### src/rtl/alu32_pkg.sv
package alu32_pkg;

  // Operation groups, picked from a few opcode bits only
  typedef enum logic [1:0] {
    GRP_SHIFT = 2'd0,
    GRP_ARITH = 2'd1,
    GRP_BITOP = 2'd2,
    GRP_TEST  = 2'd3
  } op_grp_e;

  // Stage one of decoding: bit 3 splits datapath from logic/test,
  // then bit 1 (low half) or bit 0 (high half) picks the group.
  function automatic op_grp_e op_group(input logic [3:0] op);
    if (op[3]) return op[0] ? GRP_TEST : GRP_BITOP;
    else       return op[1] ? GRP_ARITH : GRP_SHIFT;
  endfunction

  // Subtract when bit 2 is set inside the arithmetic group
  function automatic logic op_is_sub(input logic [3:0] op);
    return op[2];
  endfunction

  // Right shift when bit 2 is set inside the shift group
  function automatic logic op_is_right(input logic [3:0] op);
    return op[2];
  endfunction

  // Sign fill requested by bit 0 inside the right-shift pair
  function automatic logic op_is_arith_fill(input logic [3:0] op);
    return op[0];
  endfunction

endpackage

### src/rtl/alu_lshift.sv
module alu_lshift #(
  parameter int DATA_W = 32,
  parameter int AMT_W  = $clog2(DATA_W)
) (
  input  logic [DATA_W-1:0] din,
  input  logic [AMT_W-1:0]  amt,
  input  logic              fill,
  output logic [DATA_W-1:0] dout
);
  localparam int NSTAGE = AMT_W;

  logic [DATA_W-1:0] stage [NSTAGE+1];

  assign stage[0] = din;

  // Log-depth barrel: stage k moves by 2**k when amt[k] is set
  for (genvar k = 0; k < NSTAGE; k++) begin : g_stage
    localparam int DIST = 1 << k;
    assign stage[k+1] = amt[k] ? {stage[k][DATA_W-1-DIST:0], {DIST{fill}}}
                               : stage[k];
  end

  assign dout = stage[NSTAGE];
endmodule

### src/rtl/alu_shift_unit.sv
module alu_shift_unit #(
  parameter int DATA_W = 32,
  parameter int AMT_W  = $clog2(DATA_W)
) (
  input  logic [DATA_W-1:0] b,
  input  logic [AMT_W-1:0]  amt,
  input  logic              go_right,
  input  logic              sign_fill,
  output logic [DATA_W-1:0] shifted
);
  logic [DATA_W-1:0] b_rev;
  logic [DATA_W-1:0] core_in;
  logic [DATA_W-1:0] core_out;
  logic [DATA_W-1:0] core_rev;
  logic              fill_bit;

  // Bit reversal is pure wiring
  for (genvar i = 0; i < DATA_W; i++) begin : g_rev
    assign b_rev[i]    = b[DATA_W-1-i];
    assign core_rev[i] = core_out[DATA_W-1-i];
  end

  assign core_in  = go_right ? b_rev : b;
  assign fill_bit = go_right & sign_fill & b[DATA_W-1];

  alu_lshift #(.DATA_W(DATA_W), .AMT_W(AMT_W)) u_lsh (
    .din  (core_in),
    .amt  (amt),
    .fill (fill_bit),
    .dout (core_out)
  );

  assign shifted = go_right ? core_rev : core_out;
endmodule

### src/rtl/alu_addsub.sv
module alu_addsub #(
  parameter int DATA_W = 32
) (
  input  logic [DATA_W-1:0] a,
  input  logic [DATA_W-1:0] b,
  input  logic              sub,
  output logic [DATA_W-1:0] sum,
  output logic              carry_into_msb,
  output logic              carry_out,
  output logic              ovf
);
  localparam int LOW_W = DATA_W - 1;

  logic [DATA_W-1:0] b_eff;
  logic [LOW_W:0]    low_part;
  logic [1:0]        top_part;

  // Subtraction: invert B and inject a carry of one
  assign b_eff = b ^ {DATA_W{sub}};

  assign low_part = {1'b0, a[LOW_W-1:0]} + {1'b0, b_eff[LOW_W-1:0]}
                  + {{LOW_W{1'b0}}, sub};
  assign carry_into_msb = low_part[LOW_W];
  assign top_part = {1'b0, a[DATA_W-1]} + {1'b0, b_eff[DATA_W-1]}
                  + {1'b0, carry_into_msb};
  assign carry_out = top_part[1];

  assign sum = {top_part[0], low_part[LOW_W-1:0]};
  assign ovf = carry_into_msb ^ carry_out;
endmodule

### src/rtl/alu_logic_test.sv
module alu_logic_test #(
  parameter int DATA_W = 32
) (
  input  logic [DATA_W-1:0] a,
  input  logic [DATA_W-1:0] b,
  input  logic [1:0]        sel,
  input  logic              is_test,
  output logic [DATA_W-1:0] out
);
  logic [DATA_W-1:0] diff_bits;
  logic [DATA_W-1:0] bit_res;
  logic              same;
  logic              above_zero;
  logic              raw_hit;
  logic              hit;

  assign diff_bits = a ^ b;

  always_comb begin
    unique case (sel)
      2'b00:   bit_res = a & b;
      2'b01:   bit_res = a | b;
      2'b10:   bit_res = diff_bits;
      default: bit_res = ~(a | b);
    endcase
  end

  // sel[1] picks the zero test over equality; sel[0] keeps or inverts it
  assign same       = ~|diff_bits;
  assign above_zero = ~a[DATA_W-1] & (|a);
  assign raw_hit    = sel[1] ? above_zero : same;
  assign hit        = sel[0] ? raw_hit : ~raw_hit;

  assign out = is_test ? {{(DATA_W-1){1'b0}}, hit} : bit_res;
endmodule

### src/rtl/alu32_shared.sv
module alu32_shared
  import alu32_pkg::*;
#(
  parameter int DATA_W = 32,
  parameter int AMT_W  = $clog2(DATA_W)
) (
  input  logic [DATA_W-1:0] a_i,
  input  logic [DATA_W-1:0] b_i,
  input  logic [3:0]        op_i,
  input  logic [AMT_W-1:0]  shamt_i,
  output logic [DATA_W-1:0] result_o,
  output logic              ovf_o
);
  op_grp_e           grp;
  logic [DATA_W-1:0] sh_out;
  logic [DATA_W-1:0] add_sum;
  logic              add_cin_msb;
  logic              add_cout;
  logic              add_ovf;
  logic [DATA_W-1:0] lt_out;

  assign grp = op_group(op_i);

  alu_shift_unit #(.DATA_W(DATA_W), .AMT_W(AMT_W)) u_shift (
    .b         (b_i),
    .amt       (shamt_i),
    .go_right  (op_is_right(op_i)),
    .sign_fill (op_is_arith_fill(op_i)),
    .shifted   (sh_out)
  );

  alu_addsub #(.DATA_W(DATA_W)) u_add (
    .a              (a_i),
    .b              (b_i),
    .sub            (op_is_sub(op_i)),
    .sum            (add_sum),
    .carry_into_msb (add_cin_msb),
    .carry_out      (add_cout),
    .ovf            (add_ovf)
  );

  alu_logic_test #(.DATA_W(DATA_W)) u_lt (
    .a       (a_i),
    .b       (b_i),
    .sel     (op_i[2:1]),
    .is_test (op_i[0]),
    .out     (lt_out)
  );

  // Final stage: datapath half versus logic half, then bit 1 inside datapath
  always_comb begin
    unique case (grp)
      GRP_SHIFT: result_o = sh_out;
      GRP_ARITH: result_o = add_sum;
      default:   result_o = lt_out;
    endcase
  end

  assign ovf_o = (grp == GRP_ARITH) & add_ovf;
endmodule

### config.mk
export PLATFORM = sky130hd
export DESIGN_NAME = alu32_shared
export DESIGN_NICKNAME = d
export VERILOG_FILES = /design/src/rtl/alu32_pkg.sv /design/src/rtl/alu_lshift.sv /design/src/rtl/alu_shift_unit.sv /design/src/rtl/alu_addsub.sv /design/src/rtl/alu_logic_test.sv /design/src/rtl/alu32_shared.sv
export SDC_FILE = /design/constraint.sdc
export NUM_CORES = 1
export LEC_CHECK = 0
export BUFFER_PORTS_ARGS = -buffer_cell sky130_fd_sc_hd__buf_2
export CAP_MARGIN = 20
export CORE_UTILIZATION = 26
export DETAILED_ROUTE_END_ITERATION = 8
export PLACE_DENSITY = 0.44
export SLEW_MARGIN = 30
export SYNTH_ARGS = -nofsm -noshare
export SYNTH_HDL_FRONTEND = slang
export SYNTH_HIERARCHICAL = 1
export SYNTH_SLANG_ARGS = --single-unit
export TNS_END_PERCENT = 50
### constraint.sdc
create_clock -name vclk -period 9.15
set_clock_uncertainty 0.05 [all_clocks]
set_input_delay 1.83 -clock vclk [all_inputs]
set_output_delay 1.83 -clock vclk [all_outputs]
set_load 0.01 [all_outputs]
; Word level (Yosys, flattened, before mapping)
; Cells that the tools add are included.
; Widths: inputs -> output; s select.
[totals]
ff_bits = 0
input_bits = 73
out_inout_bits = 33
elab_cells = 39
[classes]
addsub = 4
n_eq_ne = 3
n_mux = 15
bitwise_logic = 12
reduce_logical = 5
[op_table]
columns = operator, count
row1 = $mux 32, 8
row2 = $pmux 32 s3, 1
row3 = $pmux 32 s2, 1
row4 = $reduce_or 32->1, 2
row5 = $xor 32x32->32, 2
row6 = $add 31x31->32, 1
row7 = $add 32x1->32, 1
row8 = $and 32x32->32, 1
row9 = $not 32->32, 1
row10 = $or 32x32->32, 1
row11 = $and 1x1->1, 4
row12 = $eq 2x1->1 const B, 2
row13 = $logic_not 2->1, 2
row14 = $mux 1, 4
row15 = $add 1x1->2, 1
row16 = $add 2x1->2, 1
row17 = $eq 2x2->1 const B, 1
row18 = $mux 2, 1
row19 = $not 1->1, 2
row20 = $logic_not 1->1, 1
row21 = $xor 1x1->1, 1

; Longest topological paths before layout
[logic_depth]
word_depth = 9
depth_mapped = 13
mapped_depth_nobuf = 11

; By module
; Netlist, hierarchy kept.
[by_module_without_submodules]
columns = module, n_inst, cells_each, area_each_um2, seq_area_each_um2
row1 = alu_logic_test, 1, 338, 2275.9, 0.0
row2 = alu_addsub, 1, 317, 2202.1, 0.0
row3 = alu_lshift, 1, 218, 2114.5, 0.0
row4 = alu_shift_unit, 1, 72, 983.4, 0.0
row5 = alu32_shared, 1, 108, 714.4, 0.0

; Worst setup path before layout
; Ideal clock, no wire load.
[synth_path]
path_type = input to output
start = input op_i[2]
end = output result_o[31]
t_arrival_ns = 4.897
required_ns = 7.270
path_slack_ns = 2.373
path_stages = 12
path_buffers = 2
path_cell_list = buf_2 > clkbuf_1 > xor2_1 > ha_1 > a21o_1 > a221o_1 > a311o_1 > nand4_1 > nand3_1 > fa_1 > mux2i_1 > o21ai_0
[synth_between]
elab_cells_between_ends = 20
cone_classes = add/sub (4) / eq/ne (2) / mux (10) / bitwise (3) / reduce/logical (1)
[synth_lines]
columns = element, line
row1 = "start, declared", alu32_shared.sv:9  ; input logic [3:0] op_i,
row2 = $xor 32x32->32, alu_addsub.sv:19  ; assign b_eff = b ^ {DATA_W{sub}};
row3 = $add 31x31->32, alu_addsub.sv:21  ; assign low_part = {1'b0, a[LOW_W-1:0]} + {1'b0, b_eff[LOW_W-1:0]}
row4 = $add 32x1->32 *, alu_addsub.sv:22  ; + {{LOW_W{1'b0}}, sub};
row5 = net add_cin_msb, alu32_shared.sv:17  ; logic add_cin_msb;
row6 = $add 2x1->2 *, alu_addsub.sv:25  ; + {1'b0, carry_into_msb};
row7 = net add_sum[31], alu32_shared.sv:16  ; logic [DATA_W-1:0] add_sum;
row8 = $pmux 32 s2 *, alu32_shared.sv:52  ; unique case (grp)
row9 = "end, declared", alu32_shared.sv:11  ; output logic [DATA_W-1:0] result_o,
; The timed path passes the listed nets; every way through them passes the cells marked *.

; Final worst setup path
[layout_path]
start = input op_i[2]
end = output result_o[29]
[layout_between]
elab_cells_between_ends = 18
cone_classes = add/sub (2) / eq/ne (2) / mux (10) / bitwise (3) / reduce/logical (1)
[layout_lines]
columns = element, line
row1 = $xor 32x32->32, alu_addsub.sv:19
row2 = $add 31x31->32, alu_addsub.sv:21
row3 = $add 32x1->32 *, alu_addsub.sv:22
row4 = net add_sum[29], alu32_shared.sv:16
row5 = $pmux 32 s2 *, alu32_shared.sv:52
; Marks and branches as above.

==> results.yml <==
timing:
  hold_viol: 0
  period_minus_slack_ns: 7.447
  number_of_max_slew_violations_in_the_final_report: 0
  finalHoldWorstSlack_ns: 4.245
  fmaxAchievable_mhz: 134.3
  minimum_setup_slack_in_the_final_design_ns: 1.703
  max_slew.worst_pin.slew_ns: 0.9069
  timing.setup.tns_ns: 0
  setup_viol: 0
  layout_worst_path_cycle_share_pct: 81.39
  rsz_0062_raised_after_global_routing: "false"
  timing.max_slew.rel_slack_pct: 39.41
floorplan:
  chipWidth_um: 180.6
  core-area_um2: 31470
  placementRows: 65
  die_h_um: 180.6
  dieArea_um2: 32600
  initial_utilization_pct: 26.34
  i_o_pin_count: 106
cells_and_area:
  area_growth_syn_to_layout_pct: 8.225
  sequential_cell_count: 0
  layout-drive-gt1-share_pct: 21.89
  final_cells: 1494
  layout.filler_cells: 3431
  num_antenna_cells: 0
  seqCellArea_um2: 0
  final_net_count: 1263
  clock_buffer_count: 0
pwr:
  p_int_w: 0.0002926
  static-leakage-power_nw: 4.163
  power.ir.vdd_worst_mv: 0.02171
  power_density_nw_per_um2: 78.75
  p_sw_w: 0.0004139
  p_seq_share_pct: 0
  clkPwrFrac_pct: 0
  comb_power_share_pct: 100.0
  p_sw_share_pct: 58.58
synth:
  post_synth_top_area_share_pct: 14.19
  synth_top_family_by_area: "multiplexers"
  post_synth.cell_area_avg_um2: 7.873
  synth_compound_gate_area_share_pct: 20.78
  synth_commonest_cells: "sky130_fd_sc_hd__mux2i_1 (102), sky130_fd_sc_hd__ha_1 (94), sky130_fd_sc_hd__nor2_1 (92)"
  post_synth_and_or_nand_nor_area_fraction_pct: 15.17
  yosys.area_share.xor_xnor_pct: 6.022
  synth_seq_area_share_pct: 0
  post_synth_mux_area_share_pct: 34.36
  synth_area_leader_cell: "sky130_fd_sc_hd__ha_1"
  synth_area_in_adders_pct: 14.67
  synth.distinct_cells: 72
  yosysMostFrequentCell: "sky130_fd_sc_hd__mux2i_1"
  gate_count_of_the_mapped_netlist: 1053
  syn_nets: 1222
  yosys_warnings: 6
  yosys-top-cells-area: "sky130_fd_sc_hd__ha_1 (14%), sky130_fd_sc_hd__mux2i_1 (12%), sky130_fd_sc_hd__mux4_2 (9.5%)"
  synthesis.area_um2: 8290
worst_hold_path:
  holdPathStages: 5
  hp-start: "a_i[0]"
  terminating_pin_of_the_worst_hold_path: "result_o[0]"
  hp-class: "primary input to output port"
routing:
  avgViaCountPerCell: 5.655
  num_vias: 8449
  highest_layer: "met4"
  drt_iter0_drc: 610
  wl_met3_um: 1855
  finalWirelength_um: 33200
  drtPass1Iterations: 5
  antenna_left: 0
  met1_length_um: 14950
  met2RoutedLength_um: 15500
  post-route-drc-count: 0
  avgRoutedWirePerCell_um: 22.22
flow_run:
  maxCapViolCount: 0
placed_design:
  dpl.cell_count: 1494
  portBuffers: 106
  placement.setup.worst_slack_ns: 1.604
  globalplace.congestion: 0.9329
  place_hpwl_um: 27010
worst_setup_path:
  timing.critical_path.slowest_stage_cell: "sky130_fd_sc_hd__clkbuf_8"
  timing.critical_path.arrival_ns: 5.57
  critical-path-top-cell-by-count: "sky130_fd_sc_hd__mux2i_1"
  timing.critical_path.slowest_cell_delay_ns: 0.59
  worst_setup_path_start_kind: "primary input"
  worst_ep_required_time_ns: 7.27
  path_class: "primary input to output port"
  timing.critical_path.cells: "clkbuf_8 -> buf_4 -> xor2_1 -> ha_1 -> a211oi_1 -> o21ai_1 -> nor2b_1 -> o31ai_1 -> mux2i_1 -> or4b_1 -> mux2i_1 -> o21ai_0 -> buf_2"
  cp_num_buf_inv: 3
  critical_path.max_fanout: 94
  path_delay_family: "buffers and inverters"
  critical_path.endpoint_type: "output port"
global_routing:
  vias_in_the_first_global_route: 8114
  grt_antenna_before_repair: 0
  grt_overflow: 0
  grt_max_degree: 95
  grtUsageTotal_pct: 19.69
  grt_first_pass_wirelength_um: 49740
clocking:
  cts_resized: 0
  number_of_hold_buffers_added_after_cts: 0
  cts_setup_buffers: 0
outcome:
  status: "completed"
-- power groups by stage --
stage          Clock (W)  Sequential (W)  Combinational (W)
6_report               0               0           0.000707
5_1_grt                0               0           0.000766
4_1_cts                0               0           0.000703
3_5_place_dp           0               0           0.000700
3_3_place_gp           0               0           0.000704
2_1_floorplan          0               0           0.000489
-- layout make-up --
| type | count | area (um^2) | area share (%) |
|---|---|---|---|
| Multi-Input combinational cell | 896 | 7546 | 84.10 |
| Timing Repair Buffer | 116 | 623.1 | 6.945 |
| Tap cell | 402 | 503.0 | 5.606 |
| Inverter | 80 | 300.3 | 3.347 |
-- cells in the final DEF (no fill, tap or decap), types with 7 or more instances in the layout --
cell                       instances
sky130_fd_sc_hd__buf_4            11
sky130_fd_sc_hd__nor2b_1           9
sky130_fd_sc_hd__inv_1            80
sky130_fd_sc_hd__a211oi_1         40
sky130_fd_sc_hd__nand2b_1         13
sky130_fd_sc_hd__o22ai_1           9
sky130_fd_sc_hd__mux2i_1         102
sky130_fd_sc_hd__mux2_4           49
sky130_fd_sc_hd__nor4_1           13
sky130_fd_sc_hd__o211ai_1         12
sky130_fd_sc_hd__nor2_1           92
sky130_fd_sc_hd__a21oi_1          64
sky130_fd_sc_hd__nand4_1           8
sky130_fd_sc_hd__xor2_1           42
sky130_fd_sc_hd__nand3_1          10
sky130_fd_sc_hd__nand2_1          70
sky130_fd_sc_hd__mux2_2           27
sky130_fd_sc_hd__xnor2_1          15
sky130_fd_sc_hd__a21o_1            9
sky130_fd_sc_hd__o21ai_0          34
sky130_fd_sc_hd__ha_1             94
sky130_fd_sc_hd__and2_1            7
sky130_fd_sc_hd__and3_1            9
sky130_fd_sc_hd__nor3_1            8
sky130_fd_sc_hd__buf_2           103
sky130_fd_sc_hd__o21ai_1          34
sky130_fd_sc_hd__mux4_2           35
-- tightest hold or removal path, delay by kind of cell --
family / cells / cell delay, ns
compound gates: 1 / 0.10
xor+xnor: 1 / 0.08
buf+inv: 2 / 0.30
mux: 1 / 0.16
-- how the worst max path moves through the flow --
stage | startpoint | end | slack [ns] | cells after the start
detailed placement | op_i[2] | result_o[29] | 1.60 | 13
floorplan | op_i[2] | result_o[31] | 2.37 | 12
finish | op_i[2] | result_o[29] | 1.70 | 13
CTS | op_i[2] | result_o[29] | 1.59 | 13
global route | op_i[2] | result_o[30] | 1.38 | 13
global placement | op_i[2] | result_o[29] | 1.57 | 13
-- per-stage QoR --
step,cell area [um^2],util [%],total power [W]
5_1_grt,8972,28.51,0.0007660
6_report,8972,28.51,0.0007066
2_1_floorplan,8290,-,0.0004894
3_5_place_dp,8966,28.49,0.0006998
3_3_place_gp,8966,28.49,0.0007038
4_1_cts,8966,28.49,0.0007029
-- cell families after synthesis --
family / Yosys count
muxes: 213
and+or+nand+nor: 263
AOI/OAI and AO/OA: 267
xor gates and xnor gates: 57
adders and majority gates: 96
buffers and inverters: 157
-- layer usage --
metal	global-route usage, %	up-vias
met3	0.9095	43
met5	0	-
met1	26.99	4064
met2	33.83	366
li1	-	3976
met4	4.547	0
(Power assumes the default switching activity.)
